**src/rtl/sat_pkg.sv**
```systemverilog
package sat_pkg;

    localparam int WORD_W = 32;
    localparam int DL_W   = $clog2(WORD_W) + 1;
    localparam int SL_W   = 9;
    localparam int DIV_W  = 8;

    typedef struct packed {
        logic [2:0] dlen;
        logic [2:0] slen;
        logic [1:0] chans;
        logic [3:0] div;
        logic       bck_inv;
        logic       ws_inv;
        logic       pad_one;
        logic       pad_lead;
        logic       right_just;
        logic       no_delay;
    } sat_cfg_t;

    typedef enum logic [1:0] {
        ST_IDLE    = 2'd0,
        ST_RUN     = 2'd1,
        ST_CFG_ERR = 2'd2
    } sat_state_e;

    function automatic logic [DL_W-1:0] dlen_bits(input logic [2:0] code);
        case (code)
            3'd0:    return DL_W'(8);
            3'd1:    return DL_W'(16);
            3'd2:    return DL_W'(18);
            3'd3:    return DL_W'(20);
            3'd4:    return DL_W'(22);
            3'd5:    return DL_W'(24);
            3'd6:    return DL_W'(32);
            default: return '0;
        endcase
    endfunction

    function automatic logic [SL_W-1:0] slen_bits(input logic [2:0] code);
        case (code)
            3'd0:    return SL_W'(8);
            3'd1:    return SL_W'(16);
            3'd2:    return SL_W'(24);
            3'd3:    return SL_W'(32);
            3'd4:    return SL_W'(48);
            3'd5:    return SL_W'(64);
            3'd6:    return SL_W'(128);
            default: return SL_W'(256);
        endcase
    endfunction

    // powers of two below code 8, six times a power of two from 8 to 12
    function automatic logic [DIV_W-1:0] div_ratio(input logic [3:0] code);
        if (code < 4'd8)
            return DIV_W'(1) << code[2:0];
        else if (code <= 4'd12)
            return DIV_W'(6) << code[2:0];
        else
            return '0;
    endfunction

    function automatic logic cfg_ok(input sat_cfg_t c);
        logic [SL_W-1:0] tot;
        tot = (SL_W'(c.chans) + SL_W'(1)) * SL_W'(dlen_bits(c.dlen));
        return (dlen_bits(c.dlen) != '0) && (div_ratio(c.div) != '0) &&
               (tot <= slen_bits(c.slen));
    endfunction

endpackage

```
**src/rtl/sat_bitclk.sv**
```systemverilog
module sat_bitclk #(
    parameter int DIV_W = 8
) (
    input  logic             clk,
    input  logic             rst_n,
    input  logic             run,
    input  logic [DIV_W-1:0] ratio,
    input  logic             bck_inv,
    output logic             bck,
    output logic             bit_end
);

    logic [DIV_W-1:0] cnt;
    logic             half;
    logic             at_lim;

    assign at_lim = (cnt == ratio - DIV_W'(1));

    always_ff @(posedge clk or negedge rst_n) begin
        if (!rst_n) begin
            cnt  <= '0;
            half <= 1'b0;
        end else if (!run) begin
            cnt  <= '0;
            half <= 1'b0;
        end else if (at_lim) begin
            cnt  <= '0;
            half <= ~half;
        end else begin
            cnt  <= cnt + DIV_W'(1);
        end
    end

    assign bit_end = run && half && at_lim;
    assign bck     = half ^ bck_inv;

endmodule

```
**src/rtl/sat_slot_seq.sv**
```systemverilog
module sat_slot_seq #(
    parameter int SL_W = 9,
    parameter int DL_W = 6
) (
    input  logic            clk,
    input  logic            rst_n,
    input  logic            active,
    input  logic            step,
    input  logic [DL_W-1:0] dlen,
    input  logic [SL_W-1:0] slen,
    input  logic [1:0]      chans,
    input  logic            pad_lead,
    output logic            in_data,
    output logic            load_nxt,
    output logic            frame_last,
    output logic            word
);

    logic [SL_W-1:0] q, nq, tot, s0;
    logic [DL_W-1:0] dbit;
    logic [1:0]      ch;
    logic            last_q, nword;

    assign tot    = (SL_W'(chans) + SL_W'(1)) * SL_W'(dlen);
    assign s0     = pad_lead ? (slen - tot) : '0;
    assign last_q = (q == slen - SL_W'(1));

    assign in_data = active && (q >= s0) &&
                     ({1'b0, q} < ({1'b0, s0} + {1'b0, tot}));

    assign nq    = (!active || last_q) ? '0 : q + SL_W'(1);
    assign nword = active && (last_q ? ~word : word);

    assign load_nxt = (nq == s0) ||
                      (in_data && (dbit == dlen - DL_W'(1)) && (ch != chans));

    assign frame_last = active && word && last_q;

    always_ff @(posedge clk or negedge rst_n) begin
        if (!rst_n) begin
            q    <= '0;
            word <= 1'b0;
            dbit <= '0;
            ch   <= '0;
        end else if (step) begin
            q    <= nq;
            word <= nword;
            if (load_nxt) begin
                dbit <= '0;
                ch   <= (nq == s0) ? 2'd0 : ch + 2'd1;
            end else if (in_data) begin
                dbit <= dbit + DL_W'(1);
            end
        end
    end

endmodule

```
**src/rtl/sat_shifter.sv**
```systemverilog
module sat_shifter #(
    parameter int WORD_W = 32,
    parameter int DL_W   = 6
) (
    input  logic              clk,
    input  logic              rst_n,
    input  logic              load,
    input  logic              shift,
    input  logic              clr_flag,
    input  logic              in_valid,
    input  logic [WORD_W-1:0] in_data,
    input  logic [DL_W-1:0]   dlen,
    input  logic              right_just,
    output logic              msb,
    output logic              underflow
);

    logic [WORD_W-1:0] sh, held, src, just;
    logic [DL_W-1:0]   shamt;

    assign src   = in_valid ? in_data : held;
    assign shamt = DL_W'(WORD_W) - dlen;
    assign just  = right_just ? (src << shamt) : src;
    assign msb   = sh[WORD_W-1];

    always_ff @(posedge clk or negedge rst_n) begin
        if (!rst_n) begin
            sh   <= '0;
            held <= '0;
        end else if (load) begin
            sh   <= just;
            held <= src;
        end else if (shift) begin
            sh   <= sh << 1;
        end
    end

    always_ff @(posedge clk or negedge rst_n) begin
        if (!rst_n)
            underflow <= 1'b0;
        else if (load && !in_valid)
            underflow <= 1'b1;
        else if (clr_flag)
            underflow <= 1'b0;
    end

endmodule

```
**src/rtl/serial_audio_tx.sv**
```systemverilog
module serial_audio_tx
    import sat_pkg::*;
(
    input  logic        clk,
    input  logic        rst_n,
    input  logic        enable,
    input  logic [2:0]  cfg_dlen,
    input  logic [2:0]  cfg_slen,
    input  logic [1:0]  cfg_chans,
    input  logic [3:0]  cfg_div,
    input  logic        cfg_bck_inv,
    input  logic        cfg_ws_inv,
    input  logic        cfg_pad_one,
    input  logic        cfg_pad_lead,
    input  logic        cfg_right_just,
    input  logic        cfg_no_delay,
    input  logic [31:0] in_data,
    input  logic        in_valid,
    output logic        in_ready,
    output logic        bck,
    output logic        ws,
    output logic        sd,
    output logic        underflow,
    output logic        cfg_err
);

    sat_state_e state_q, state_d;
    sat_cfg_t   cfg_in, cfg_q, cfg_eff;

    logic            run, start, stop, step, bit_end;
    logic            in_slot_data, load_nxt, frame_last, word;
    logic            msb, cur_bit, dly, bck_pol;
    logic [DL_W-1:0] dlen_w;

    assign cfg_in = '{dlen: cfg_dlen, slen: cfg_slen, chans: cfg_chans,
                      div: cfg_div, bck_inv: cfg_bck_inv, ws_inv: cfg_ws_inv,
                      pad_one: cfg_pad_one, pad_lead: cfg_pad_lead,
                      right_just: cfg_right_just, no_delay: cfg_no_delay};

    assign run     = (state_q == ST_RUN);
    assign cfg_eff = run ? cfg_q : cfg_in;
    assign dlen_w  = dlen_bits(cfg_eff.dlen);
    assign bck_pol = cfg_eff.bck_inv;

    assign start = (state_q == ST_IDLE) && enable && cfg_ok(cfg_in);
    assign stop  = bit_end && frame_last && !enable;
    assign step  = start || (bit_end && !stop);

    // state register
    always_ff @(posedge clk or negedge rst_n) begin
        if (!rst_n)
            state_q <= ST_IDLE;
        else
            state_q <= state_d;
    end

    // transitions
    always_comb begin
        state_d = state_q;
        unique case (state_q)
            ST_IDLE:    if (enable) state_d = cfg_ok(cfg_in) ? ST_RUN : ST_CFG_ERR;
            ST_RUN:     if (stop)   state_d = ST_IDLE;
            ST_CFG_ERR: if (!enable) state_d = ST_IDLE;
            default:    state_d = ST_IDLE;
        endcase
    end

    // configuration copy and one-bit delay stage
    always_ff @(posedge clk or negedge rst_n) begin
        if (!rst_n) begin
            cfg_q <= '0;
            dly   <= 1'b0;
        end else begin
            if (!run)
                cfg_q <= cfg_in;
            if (!run)
                dly <= cfg_in.pad_one;
            else if (step)
                dly <= cur_bit;
        end
    end

    sat_bitclk #(.DIV_W(DIV_W)) i_bitclk (
        .clk     (clk),
        .rst_n   (rst_n),
        .run     (run),
        .ratio   (div_ratio(cfg_eff.div)),
        .bck_inv (bck_pol),
        .bck     (bck),
        .bit_end (bit_end)
    );

    sat_slot_seq #(.SL_W(SL_W), .DL_W(DL_W)) i_seq (
        .clk        (clk),
        .rst_n      (rst_n),
        .active     (run),
        .step       (step),
        .dlen       (dlen_w),
        .slen       (slen_bits(cfg_eff.slen)),
        .chans      (cfg_eff.chans),
        .pad_lead   (cfg_eff.pad_lead),
        .in_data    (in_slot_data),
        .load_nxt   (load_nxt),
        .frame_last (frame_last),
        .word       (word)
    );

    sat_shifter #(.WORD_W(WORD_W), .DL_W(DL_W)) i_shift (
        .clk        (clk),
        .rst_n      (rst_n),
        .load       (step && load_nxt),
        .shift      (step && in_slot_data),
        .clr_flag   (start),
        .in_valid   (in_valid),
        .in_data    (in_data),
        .dlen       (dlen_w),
        .right_just (cfg_eff.right_just),
        .msb        (msb),
        .underflow  (underflow)
    );

    assign cur_bit = in_slot_data ? msb : cfg_eff.pad_one;

    // outputs
    always_comb begin
        cfg_err  = (state_q == ST_CFG_ERR);
        in_ready = step && load_nxt;
        sd       = run ? (cfg_eff.no_delay ? cur_bit : dly) : 1'b0;
        ws       = run ? (word ^ cfg_eff.ws_inv) : cfg_eff.ws_inv;
    end

endmodule

```
**config.mk**
```make
export PLATFORM = sky130hd
export DESIGN_NAME = serial_audio_tx
export DESIGN_NICKNAME = d
export VERILOG_FILES = /design/src/rtl/sat_pkg.sv /design/src/rtl/sat_bitclk.sv /design/src/rtl/sat_slot_seq.sv /design/src/rtl/sat_shifter.sv /design/src/rtl/serial_audio_tx.sv
export SDC_FILE = /design/constraint.sdc
export NUM_CORES = 1
export LEC_CHECK = 0
export ABC_AREA = 1
export BUFFER_PORTS_ARGS = -buffer_cell sky130_fd_sc_hd__buf_2
export CORE_AREA = 2 2 153 155
export DETAILED_ROUTE_END_ITERATION = 12
export DIE_AREA = 0 0 155 157
export PLACE_DENSITY_LB_ADDON = 0.05
export SLEW_MARGIN = 20
export SYNTH_ARGS = -nofsm -noshare
export SYNTH_HDL_FRONTEND = slang
export SYNTH_SLANG_ARGS = --single-unit
```
**constraint.sdc**
```tcl
create_clock -name clk -period 15.45 [get_ports clk]
set_input_delay 4.635 -clock clk [delete_from_list [all_inputs] [get_ports clk]]
set_output_delay 4.635 -clock clk [all_outputs]
set_load 0.1 [all_outputs]
```
==> out/metrics.csv <==
stage,metric,value,unit
logic_synthesis,synth_top_area_cell,dfrtp_1,
worst_setup_path,cpMaxStageDelayCell,fa_1,
logic_synthesis,synth_xor_area_share,3.47,%
worst_setup_path,endpoint_kind,output pin,
sta,slew_viol_final,0,
finish,regArea,2830,um2
route,wl_per_cell,15.1,um
global_routing,grt_max_degree,79,
clocking,root_buffer,clkbuf_16,
sta,fin_setup_tns,0,ps
finish,num-fill-cells,2314,
logic_synthesis,synthTopCellsByCount,"nand2_1, inv_1, o21ai_0",
sta,fin_skew,10.3,ps
floorplan,die_area,24300,um2
sta,finalCritPeriodShare,95.9,%
worst_setup_path,cpPeakStageDelay,510,ps
finish,drive_gt1_share,11.7,%
worst_setup_path,critical_path_class,primary input to output pin,
floorplan,dieHeight,157,um
finish,instances_no_fill,1826,
logic_synthesis,synth_top_area_share,28.0,%
global_routing,grt_pass1_wl,45600,um
floorplan,ioPinCount,60,
power,p_per_area,74.0,nW/um2
logic_synthesis,synth_top_family_by_area,simple AND/OR/NAND/NOR gates,
power,intPower,636,uW
worst_setup_path,start_kind,primary input,
worst_setup_path,r2r_start,state_q[0]$_DFFE_PN0P_,
sta,hold_viol,0,
route,wirelength,27600,um
hold_path,hold_depth,2,
finish,syn_to_final_growth,10.8,%
sta,setup_viol,0,
global_routing,antenna_found_initial,0,
logic_synthesis,synth.most_common_cell,nand2_1,
logic_synthesis,synthAdderAreaFrac,9.14,%
finish,diodes,0,
clocking,cts_tree,yes,
route,ant_nets,0,
power,ir_drop,0.0000705,V
sta,timing.fmax,67.5,MHz
logic_synthesis,async_flop_share,100,%
sta,finalCriticalPeriod,14810,ps
logic_synthesis,synth_compound_area_share,14.3,%
placement,gp_congestion,0.893,
power,combPwrFrac,8.6,%
logic_synthesis,synth-simple-area-share,32.2,%
sta,max_slew.worst_pin.slew,907,ps
clocking,clock_latency,420,ps
worst_setup_path,crit_top_cell,nand2_1,
route,viasPerCell,5.18,
placement,dp_cells,1794,
route,first_pass_iters,5,
placement,dp_hpwl,20400,um
hold_path,hp-start,i_shift.sh[24]$_DFFE_PN0P_,
logic_synthesis,synthCells,1503,
global_routing,grt_pass1_vias,8966,
logic_synthesis,syn_area,10100,um2
global_routing,grt.overflow.total,0,
run,cap_violations,0,
floorplan,start_util,44.9,%
clocking,cts_max_level,4,
clocking,cts_hold_buffers,0,
power,leakagePower,0.00602,uW
logic_synthesis,syn-num-nets,1626,
clocking,clock_sinks,113,
worst_setup_path,crit_fanout,6,
finish,nets,1651,
global_routing,grt_use_total,23.5,%
clocking,clk_pin_slew,50,ps
sta,timing.final.ws_setup,640,ps
placement,dpl_worst_slack,504,ps
power,seqPwrFrac,35.7,%
floorplan,design.core.area,22500,um2
logic_synthesis,ys_warn_count,0,
logic_synthesis,synthTopCellsByArea,"dfrtp_1, nand2_1, ha_1",
hold_path,min_to,i_shift.sh[25]$_DFFE_PN0P_,
logic_synthesis,syn_area_per_cell,6.72,um2
worst_setup_path,regToRegSetupSlack,8480,ps
worst_setup_path,critPathArrivalTime,10180,ps
worst_setup_path,required,10820,ps
logic_synthesis,synth_edf_count,0,
finish,multi_input_area,6190,um2
placement,port_buffers,59,
logic_synthesis,ys_seq_area_share,28.0,%
logic_synthesis,synth_cell_types,54,
power,switchingPower,193,uW
power,clockPowerShare,55.7,%
route,vias,9457,
logic_synthesis,ys_seq_elements,113,
clocking,clockBufferDepth,2,
worst_setup_path,rr_worst_depth,37,
floorplan,num_rows,55,
logic_synthesis,muxShareOfSynthArea,1.98,%
worst_setup_path,r2r_end,i_shift.sh[3]$_DFFE_PN0P_,
status,status,"finished, final reports clean",
logic_synthesis,synthFlopType,dfrtp_1,
route,drc,0,
sta,max-slew-margin-rel,39.6,%
clocking,cts_made_buffers,17,
power,swShare,23.3,%
sta,rsz0062_at_grt,no,
hold_path,hold_class,flop to flop,
route,drtIter0Drc,660,
floorplan,die_w,155,um
[sequential cells by signal, summed over array words and instances (netlist names)]
| name | flops |
|---|---|
| i_seq.q | 9 |
| i_seq.dbit | 6 |
| i_seq.ch | 2 |
| i_bitclk.cnt | 8 |
| state_q | 2 |
| dly | 1 |
| i_shift.sh | 32 |
| cfg_q | 18 |
| i_bitclk.half | 1 |
| i_shift.underflow | 1 |
| i_seq.word | 1 |
| i_shift.held | 32 |
[cell usage in the layout (no fill, tap or decap), drive strengths merged, types with 2 or more instances in the layout]
| cell | n |
|---|---|
| nand2 | 480 |
| inv | 196 |
| o21ai | 171 |
| nand3 | 120 |
| dfrtp | 113 |
| nor2 | 90 |
| buf | 68 |
| ha | 61 |
| a21oi | 40 |
| xor2 | 24 |
| clkbuf | 22 |
| or2 | 21 |
| mux2i | 20 |
| xnor2 | 16 |
| o22ai | 14 |
| nand4 | 14 |
| nor3 | 12 |
| o211ai | 9 |
| fa | 8 |
| bufinv | 6 |
| clkinv | 6 |
| o31ai | 4 |
| o21bai | 3 |
| nand3b | 3 |
| a31oi | 2 |
| a21o | 2 |
| nor3b | 2 |
| o22a | 2 |
| a22oi | 2 |
| a32o | 2 |
[cell type report]
cell class	count	share of cell area, %
Tap cell	285	3.19
Inverter	198	6.66
Timing Repair Buffer	68	3.53
Clock buffer	22	4.24
Clock inverter	10	1.82
Multi-Input combinational cell	1130	55.3
Sequential cell	113	25.3
[how the worst max path moves through the flow]
stage / startpoint / to / slack, ps / cells after the start
2_1_floorplan: cfg_chans[0] / sd / 890 / 36
3_3_place_gp: cfg_chans[0] / sd / 640 / 38
3_5_place_dp: cfg_chans[0] / sd / 500 / 38
4_1_cts: cfg_chans[0] / sd / 490 / 38
5_1_grt: cfg_chans[0] / sd / 5 / 38
6_report: cfg_chans[0] / sd / 640 / 38
[routing by layer]
metal	GRT usage (%)	wire, um	vias to the layer above
met1	29.2	12300	4338
met2	42.3	13800	186
met4	6.61	488	0
li1	-	-	4897
met3	3.61	1010	36
met5	0	0	-
[kinds of logic (layout without fill, tap and decap cells)]
kind of cell	Yosys count	after routing
compound gates	258	258
mux	20	20
buf+inv	260	298
xor+xnor	40	40
simple gates	743	743
flops	113	113
fa+ha+maj	69	69
[power by group through the flow]
stage	clock network, uW	logic [uW]	registers, uW
2_1_floorplan	0	41.8	301
5_1_grt	481	81.9	296
3_5_place_dp	0	71.8	301
4_1_cts	469	72.3	296
6_report	461	71.2	296
3_3_place_gp	0	71.3	301
[critical path, delay by kind of cell]
family                   cells  cell delay [ps]
AND/OR/NAND/NOR             15             1170
XOR/XNOR                     1              170
buffers and inverters       10             1060
AO/OA/AOI/OAI                5              690
adder cells (fa/ha/maj)      7             2410
[what timing repair did]
action                                 CTS  global route
endpoints found under the hold margin    0             0
resized for setup                        0             4
setup endpoints to repair                0             2
buffers inserted                         0             0
[metrics by stage]
step	area (um2)	power (uW)	hold slack, ps	utilization [%]
2_1_floorplan	10100	343	438	-
3_3_place_gp	10500	373	459	46.7
3_5_place_dp	10500	373	463	46.7
4_1_cts	11200	837	476	49.7
5_1_grt	11200	859	495	49.7
6_report	11200	829	473	49.7
(Power assumes the default switching activity.)
